<file path="config.mk">
export PLATFORM = sky130hd
export DESIGN_NAME = pic_vec_ctrl
export DESIGN_NICKNAME = d
export VERILOG_FILES = /design/src/rtl/pic_pkg.sv /design/src/rtl/pic_ext_detect.sv /design/src/rtl/pic_lvl_merge.sv /design/src/rtl/pic_prio_enc.sv /design/src/rtl/pic_vec_ctrl.sv
export SDC_FILE = /design/constraint.sdc
export NUM_CORES = 1
export LEC_CHECK = 0
export ABC_AREA = 1
export BUFFER_PORTS_ARGS = -buffer_cell sky130_fd_sc_hd__buf_2
export CORE_MARGIN = 3
export CORE_UTILIZATION = 52
export CTS_CLUSTER_DIAMETER = 150
export DETAILED_ROUTE_END_ITERATION = 12
export HOLD_SLACK_MARGIN = 0.12
export MAX_ROUTING_LAYER = met4
export PLACE_DENSITY = 0.85
export SLEW_MARGIN = 20
export SYNTH_ARGS = -nofsm -noshare
export SYNTH_HDL_FRONTEND = slang
export SYNTH_SLANG_ARGS = --single-unit
</file>
<file path="constraint.sdc">
create_clock -name clk -period 4.4 [get_ports clk]
set_input_delay 0.44 -clock clk [delete_from_list [all_inputs] [get_ports clk]]
set_output_delay 0.44 -clock clk [all_outputs]
set_load 0.01 [all_outputs]
</file>
<file path="src/rtl/pic_pkg.sv">
package pic_pkg;
  localparam int NUM_PIN  = 8;
  localparam int NUM_LVL  = 8;
  localparam int NUM_IDX  = NUM_PIN + NUM_LVL;
  localparam int IDX_W    = $clog2(NUM_IDX);
  localparam int VEC_W    = 8;
  localparam int REG_W    = 32;
  localparam int ADDR_W   = 2;

  localparam logic [ADDR_W-1:0] A_PEND = 2'd0;
  localparam logic [ADDR_W-1:0] A_MASK = 2'd1;
  localparam logic [ADDR_W-1:0] A_VEC  = 2'd2;
  localparam logic [ADDR_W-1:0] A_MODE = 2'd3;

  localparam logic [VEC_W-1:0] VEC_IDLE = VEC_W'((NUM_IDX - 1) * 4);

  function automatic logic [VEC_W-1:0] idx_to_code(input logic [IDX_W-1:0] idx);
    return VEC_W'({idx, 2'b00});
  endfunction
endpackage

</file>
<file path="src/rtl/pic_ext_detect.sv">
module pic_ext_detect #(
  parameter int NUM_PIN     = 8,
  parameter int SYNC_STAGES = 2
) (
  input  logic               clk,
  input  logic               rst_n,
  input  logic [NUM_PIN-1:0] pin_n,
  input  logic [NUM_PIN-1:0] edge_mode,
  input  logic [NUM_PIN-1:0] clr,
  output logic [NUM_PIN-1:0] pend
);
  for (genvar k = 0; k < NUM_PIN; k++) begin : g_pin
    logic [SYNC_STAGES-1:0] sync_q, sync_d;
    logic                   prev_q;
    logic                   pend_q, pend_d;
    logic                   fall;

    always_comb begin
      sync_d = {sync_q[SYNC_STAGES-2:0], pin_n[k]};
      fall   = prev_q & ~sync_q[SYNC_STAGES-1];
      if (edge_mode[k]) pend_d = fall | (pend_q & ~clr[k]);
      else              pend_d = ~sync_q[SYNC_STAGES-1];
    end

    always_ff @(posedge clk or negedge rst_n) begin
      if (!rst_n) begin
        sync_q <= '1;
        prev_q <= 1'b1;
        pend_q <= 1'b0;
      end else begin
        sync_q <= sync_d;
        prev_q <= sync_q[SYNC_STAGES-1];
        pend_q <= pend_d;
      end
    end

    assign pend[k] = pend_q;
  end
endmodule

</file>
<file path="src/rtl/pic_lvl_merge.sv">
module pic_lvl_merge #(
  parameter int N_SRC   = 4,
  parameter int NUM_LVL = 8
) (
  input  logic [N_SRC-1:0]         src_req,
  input  logic [N_SRC*NUM_LVL-1:0] src_code,
  output logic [NUM_LVL-1:0]       lvl_req
);
  always_comb begin
    lvl_req = '0;
    for (int i = 0; i < N_SRC; i++) begin
      for (int k = 0; k < NUM_LVL; k++) begin
        if (src_req[i] && src_code[i*NUM_LVL + (NUM_LVL-1-k)]) lvl_req[k] = 1'b1;
      end
    end
  end
endmodule

</file>
<file path="src/rtl/pic_prio_enc.sv">
module pic_prio_enc #(
  parameter int NUM_IDX = 16,
  parameter int IDX_W   = 4
) (
  input  logic [NUM_IDX-1:0] req,
  output logic               hit,
  output logic [IDX_W-1:0]   idx
);
  always_comb begin
    hit = 1'b0;
    idx = '0;
    for (int p = NUM_IDX - 1; p >= 0; p--) begin
      if (req[p]) begin
        hit = 1'b1;
        idx = IDX_W'(p);
      end
    end
  end
endmodule

</file>
<file path="src/rtl/pic_vec_ctrl.sv">
module pic_vec_ctrl
  import pic_pkg::*;
#(
  parameter int N_INT_SRC   = 4,
  parameter int SYNC_STAGES = 2
) (
  input  logic                         clk,
  input  logic                         rst_n,
  input  logic [NUM_PIN-1:0]           ext_irq_n,
  input  logic [N_INT_SRC-1:0]         src_req,
  input  logic [N_INT_SRC*NUM_LVL-1:0] src_lvl_code,
  input  logic                         reg_we,
  input  logic [ADDR_W-1:0]            reg_addr,
  input  logic [REG_W-1:0]             reg_wdata,
  output logic [REG_W-1:0]             reg_rdata,
  output logic                         irq_req,
  output logic                         nmi_req,
  output logic [VEC_W-1:0]             vec_code,
  output logic                         vec_valid
);
  logic [1:0]         rst_pipe_q;
  logic               rst_sync_n;
  logic [NUM_PIN-1:0] mode_q, mode_d;
  logic [NUM_IDX-1:0] mask_q, mask_d;
  logic [NUM_LVL-1:0] lvl_q, lvl_req;
  logic [NUM_PIN-1:0] ext_pend, ext_clr;
  logic [NUM_IDX-1:0] pend_all, pend_eff;
  logic               hit;
  logic [IDX_W-1:0]   win_idx;
  logic [VEC_W-1:0]   vec_q, vec_d;
  logic               vld_q, vld_d;
  logic               wr_pend, wr_mask, wr_mode;

  always_ff @(posedge clk or negedge rst_n) begin
    if (!rst_n) rst_pipe_q <= 2'b00;
    else        rst_pipe_q <= {rst_pipe_q[0], 1'b1};
  end
  assign rst_sync_n = rst_pipe_q[1];

  assign wr_pend = reg_we && (reg_addr == A_PEND);
  assign wr_mask = reg_we && (reg_addr == A_MASK);
  assign wr_mode = reg_we && (reg_addr == A_MODE);

  always_comb begin
    for (int k = 0; k < NUM_PIN; k++) begin
      ext_clr[k] = wr_pend & reg_wdata[REG_W-1-2*k];
      mode_d[k]  = wr_mode ? reg_wdata[REG_W-1-k] : mode_q[k];
    end
    for (int p = 0; p < NUM_IDX; p++) begin
      mask_d[p] = wr_mask ? reg_wdata[REG_W-1-p] : mask_q[p];
    end
  end

  always_ff @(posedge clk or negedge rst_sync_n) begin
    if (!rst_sync_n) begin
      mode_q <= '0;
      mask_q <= '0;
    end else begin
      if (wr_mode) mode_q <= mode_d;
      if (wr_mask) mask_q <= mask_d;
    end
  end

  pic_ext_detect #(.NUM_PIN(NUM_PIN), .SYNC_STAGES(SYNC_STAGES)) u_ext (
    .clk(clk), .rst_n(rst_sync_n), .pin_n(ext_irq_n),
    .edge_mode(mode_q), .clr(ext_clr), .pend(ext_pend)
  );

  pic_lvl_merge #(.N_SRC(N_INT_SRC), .NUM_LVL(NUM_LVL)) u_lvl (
    .src_req(src_req), .src_code(src_lvl_code), .lvl_req(lvl_req)
  );

  always_ff @(posedge clk or negedge rst_sync_n) begin
    if (!rst_sync_n) lvl_q <= '0;
    else             lvl_q <= lvl_req;
  end

  for (genvar k = 0; k < NUM_PIN; k++) begin : g_interleave
    assign pend_all[2*k]   = ext_pend[k];
    assign pend_all[2*k+1] = lvl_q[k];
  end

  always_comb begin
    pend_eff    = pend_all & mask_q;
    pend_eff[0] = pend_all[0];
  end

  assign irq_req = |(pend_all[NUM_IDX-1:1] & mask_q[NUM_IDX-1:1]);
  assign nmi_req = pend_all[0];

  pic_prio_enc #(.NUM_IDX(NUM_IDX), .IDX_W(IDX_W)) u_prio (
    .req(pend_eff), .hit(hit), .idx(win_idx)
  );

  always_comb begin
    vld_d = hit;
    vec_d = hit ? idx_to_code(win_idx) : VEC_IDLE;
  end

  always_ff @(posedge clk or negedge rst_sync_n) begin
    if (!rst_sync_n) begin
      vec_q <= VEC_IDLE;
      vld_q <= 1'b0;
    end else begin
      vec_q <= vec_d;
      vld_q <= vld_d;
    end
  end

  assign vec_code  = vec_q;
  assign vec_valid = vld_q;

  always_comb begin
    reg_rdata = '0;
    case (reg_addr)
      A_PEND: for (int p = 0; p < NUM_IDX; p++) reg_rdata[REG_W-1-p] = pend_all[p];
      A_MASK: for (int p = 0; p < NUM_IDX; p++) reg_rdata[REG_W-1-p] = mask_q[p];
      A_VEC:  reg_rdata[REG_W-1 -: VEC_W+1] = {vec_q, vld_q};
      default: for (int k = 0; k < NUM_PIN; k++) reg_rdata[REG_W-1-k] = mode_q[k];
    endcase
  end
endmodule

</file>
Word-level counts from Yosys, hierarchy flattened
Index checks and enable logic that the tools add are counted.
{"block": "classes", "n_eq_ne": 3, "muxes": 76, "n_bitwise": 50, "n_reduce_logical": 37}
{"op": "2-to-1 mux 4 bit", "count": 16}
{"op": "2-to-1 mux 1 bit", "count": 56}
{"op": "logical AND 1 bit", "count": 35}
{"op": "bitwise AND 1 bit", "count": 24}
{"op": "one-hot mux 8 bit (3 select lines)", "count": 1}
{"op": "bitwise AND 16 bit", "count": 1}
{"op": "inverter 1 bit", "count": 16}
{"op": "bitwise AND 15 bit", "count": 1}
{"op": "OR reduction 15 bit", "count": 1}
{"op": "one-hot mux 7 bit (2 select lines)", "count": 1}
{"op": "OR 1 bit", "count": 8}
{"op": "2-to-1 mux 6 bit", "count": 1}
{"op": "equality test 2 bit (second input constant)", "count": 2}
{"op": "one-hot mux 1 bit (3 select lines)", "count": 1}
{"op": "equality test 2 x 1 -> 1 bit (second input constant)", "count": 1}
{"op": "logical NOT 2 bit", "count": 1}
{"block": "word_totals", "register_bits": 73, "output_inout_bits": 43}

Logic depth before layout (Yosys ltp)
{"block": "logic_depth", "word_depth": 18, "mapped_depth": 16}

Modules after synthesis
A second synthesis with hierarchy kept.
{"block": "unflattened", "hier_cells": 475, "hier_area_um2": 3698.5}
{"module": "pic_vec_ctrl", "n_inst": 1, "cells_per_inst": 254, "area_per_inst_um2": 2088.3}
{"module": "pic_ext_detect", "n_inst": 1, "cells_per_inst": 96, "area_per_inst_um2": 1111.1}
{"module": "pic_lvl_merge", "n_inst": 1, "cells_per_inst": 76, "area_per_inst_um2": 290.3}
{"module": "pic_prio_enc", "n_inst": 1, "cells_per_inst": 49, "area_per_inst_um2": 209.0}

Least setup slack after synthesis
Ideal clock, no wire load.
{"block": "synth_timing", "path_type": "input port to output port", "from": "in reg_addr[0]", "to": "out reg_rdata[27]", "t_arrival_ps": 1162, "path_slack_ps": 2798, "stages": 4, "n_path_buf": 1, "cell_sequence": "nor2_2 > clkbuf_1 > nand2_1 > o2111ai_1"}
{"block": "synth_between", "elab_chain_cells": 2, "word_cells_on_any_way": 4, "classes_between": "2 x eq/ne; 1 x mux; 1 x reduce/logical"}
{"item": "from (decl)", "line": "pic_vec_ctrl.sv:13", "rtl": "input logic [ADDR_W-1:0] reg_addr,"}
{"item": "equality test 2 bit (tied with other cells)", "line": "pic_vec_ctrl.sv:115", "rtl": "case (reg_addr)"}
{"item": "one-hot mux 8 bit (3 select lines) (*)", "line": "pic_vec_ctrl.sv:115"}
{"item": "to (decl)", "line": "pic_vec_ctrl.sv:15", "rtl": "output logic [REG_W-1:0] reg_rdata,"}
Every way passes the cells marked *; elsewhere a longest branch is shown, timed or not.

Worst setup path in the final report
{"block": "layout_timing", "from": "in reg_addr[0]", "to": "out reg_rdata[30]"}
The elaborated chain is that of the path after synthesis.

==> flow_summary.ini <==
[floorplanning]
die_x_um = 83.4
start_util_pct = 55.2
core_region_area_mm2 = 0.00564
dieArea_mm2 = 0.00695
num_io_pins = 124
die_h_um = 83.4
row_count = 27

[clocking]
root_buffer = clkbuf_8
numCtsBuffers = 9
clock_latency_ns = 0.34
cts_max_level = 3
cts_tree = yes
clk_pin_slew_ns = 0.08
cts.path.max_buffers = 2
cts.sinks = 71

[cells_and_area]
num_antenna_cells = 0
area_delta_synth_final_pct = 20.1
fillers = 461
multi_input_area_mm2 = 0.00107
nNetsFinal = 514
final_cells = 510
regArea_mm2 = 0.00181
drive_gt1_share_pct = 32.4

[timing]
hold_viol = 0
fin_crit_sh_pct = 46.4
tightest_slew_ns = 0.826
relSlewSlack_pct = 44.9
fin_crit_ns = 2.04
fin_worst_skew_ns = 0.00792
fmax_ghz = 0.490
tns_ns = 0
rsz0062_at_grt = false
slew_viol_final = 0
finalSetupViolations = 0

[critical_path]
rr_endpoint = vec_code[2]
cp-start-kind = input port
path_class = input port to primary output
worstPathRequired_ns = 3.96
rr_startpoint = mask_q[14]
crit_start = reg_addr[0]
reg2regPathDepth = 15
endpoint = reg_rdata[30]
endpoint_kind = primary output
cp_max_fo = 17
r2r_slack_ns = 3.01
cp.arrival_ns = 1.60

[synth]
syn_area_mm2 = 0.00311
synth_top_cell_by_area = dfrtp_1
ys_seq_area_share_pct = 58.2
synth-seq-cells = 71
synth_top_area_share_pct = 34.6
syn_avg_cell_area_um2 = 9.07
netlist_top_cells_area = dfrtp_1, dfstp_2, nand2_1
ys_types = 27
yosysWarnings = 0
syn_inst = 343

[global_route]
grt_max_degree = 70
grt_pass1_wl_um = 12100
antenna_found_initial = 0
grt_use_total_pct = 22.5
grt_pass1_vias = 2622
grt_overflow = 0

[detailed_routing]
antenna_left = 0
wl_per_cell_um = 13.8
viasPerCell = 5.06
vias = 2582
drc = 0
drt_iter0_drc = 205
wirelength_um = 7040
first_pass_iters = 4

[placement]
gp_congestion = 0.925
hpwl_um = 5300
port_buffers = 87
dp.cells = 493

[power]
p_leak_uw = 0.00193
vdd_drop_max_uv = 221
power_uw = 1590
power_density_mw_per_mm2 = 425

[hold_path]
hp-class = input port to flip-flop

[status]
status = complete, no violations

[run]
max_cap_viol_count = 0
## logic make-up (layout without fill, tap and decap cells)
| logic type | after synthesis | after routing | synth area share [%] |
|---|---|---|---|
| mux | 4 | 4 | 1.45 |
| simple gates | 151 | 151 | 19.3 |
| other cells | 2 | 21 | 0.241 |
| compound gates | 56 | 56 | 11.2 |
| flops | 71 | 71 | 58.2 |
| buf+inv | 59 | 135 | 9.61 |
## sequential cells by signal (all words and copies together) (netlist names)
name                count
lvl_q                   8
mask_q                 16
mode_q                  8
rst_pipe_q              2
u_ext.g_pin.pend_q      8
u_ext.g_pin.prev_q      8
u_ext.g_pin.sync_q     16
vec_code                4
vec_valid               1
## final cells by class
type | instances | share of cell area, %
Clock inverter | 7 | 1.94
Clock buffer | 9 | 3.31
Timing Repair Buffer | 89 | 12.1
Sequential cell | 71 | 48.5
Multi-Input combinational cell | 232 | 28.7
Tap cell | 72 | 2.41
Inverter | 30 | 3.01
## what timing repair did
| item | in CTS | in global routing |
|---|---|---|
| hold buffers | 1 | 0 |
| setup endpoints to repair | 0 | 0 |
| resized for setup | 0 | 0 |
| buffers inserted | 0 | 0 |
| endpoints found under the hold margin | 2 | 0 |
## synth_stat cells
master,instances
buf_4,20
o31ai_1,1
o211ai_1,11
o21ai_1,4
nand4_1,8
dfstp_2,28
nor2_1,18
mux2_2,4
buf_2,1
o221ai_1,1
dfrtp_1,43
conb_1,2
a21oi_1,2
o2111ai_1,3
nor2_2,1
a31oi_1,1
inv_1,29
nand3_1,3
nor3_1,1
nand2_1,118
o21ai_0,27
a22o_1,5
clkbuf_2,1
clkbuf_1,7
a21oi_2,1
nand2_2,2
inv_2,1
## worst max-delay path, cell delays in order
cell      delay [ns]
buf_2           0.13
nor2_2          0.58
nand2_1         0.13
o211ai_1        0.15
buf_2           0.17
## routing by layer
metal  vias up  track usage [%]  routed length [um]
met5         -                -                   0
met4         0             7.88                 142
met3        18             6.65                 586
met2       105             36.6                3520
met1      1216             26.7                2790
li1       1243                -                   -
## placed cells by master, fill, tap and decap left out
| cell | netlist | routed |
|---|---|---|
| clkbuf_8 | 0 | 9 |
| nand2_1 | 118 | 118 |
| nor3_1 | 1 | 1 |
| inv_2 | 1 | 1 |
| a22o_1 | 5 | 5 |
| o31ai_1 | 1 | 1 |
| clkinvlp_4 | 0 | 2 |
| nand4_1 | 8 | 8 |
| o221ai_1 | 1 | 1 |
| clkinv_2 | 0 | 2 |
| inv_6 | 0 | 1 |
| a21oi_1 | 2 | 2 |
| dfrtp_1 | 43 | 42 |
| nor2_2 | 1 | 1 |
| dfrtp_2 | 0 | 1 |
| nor2_1 | 18 | 18 |
| dfstp_2 | 28 | 28 |
| o2111ai_1 | 3 | 3 |
| nand2_2 | 2 | 2 |
| a21oi_2 | 1 | 1 |
| clkinv_4 | 0 | 1 |
| o21ai_1 | 4 | 4 |
| o21ai_0 | 27 | 27 |
| a31oi_1 | 1 | 1 |
| nand3_1 | 3 | 3 |
| conb_1 | 2 | 21 |
| bufinv_16 | 0 | 1 |
| mux2_2 | 4 | 4 |
| buf_4 | 20 | 1 |
| dlygate4sd3_1 | 0 | 1 |
| buf_2 | 1 | 87 |
| o211ai_1 | 11 | 11 |
| inv_1 | 29 | 29 |
## power breakdown
part	total [uW]	switching [uW]	internal, uW
Combinational	281	169	112
Clock	509	247	262
Sequential	796	54.0	742
## metrics by stage
stage	cell area [um2]	utilization, %	hold WS (ns)	worst slack [ns]
2_1_floorplan	3180	-	0.144	2.33
3_3_place_gp	3530	62.6	0.225	2.25
3_5_place_dp	3530	62.6	0.228	2.22
4_1_cts	3740	66.2	0.168	2.34
5_1_grt	3740	66.2	0.163	2.26
6_report	3740	66.2	0.185	2.36
## worst min path at each step
stage	from	endpoint	slack, ns	cells past startpoint
3_5_place_dp	rst_n	rst_pipe_q[0]	0.23	1
6_report	ext_irq_n[2]	u_ext.g_pin[2].sync_q[0]	0.18	1
2_1_floorplan	rst_n	rst_pipe_q[0]	0.14	0
3_3_place_gp	rst_n	rst_pipe_q[0]	0.23	1
5_1_grt	ext_irq_n[4]	u_ext.g_pin[4].sync_q[0]	0.16	1
4_1_cts	ext_irq_n[2]	u_ext.g_pin[2].sync_q[0]	0.17	1
Power figures use the tool's default switching activity.
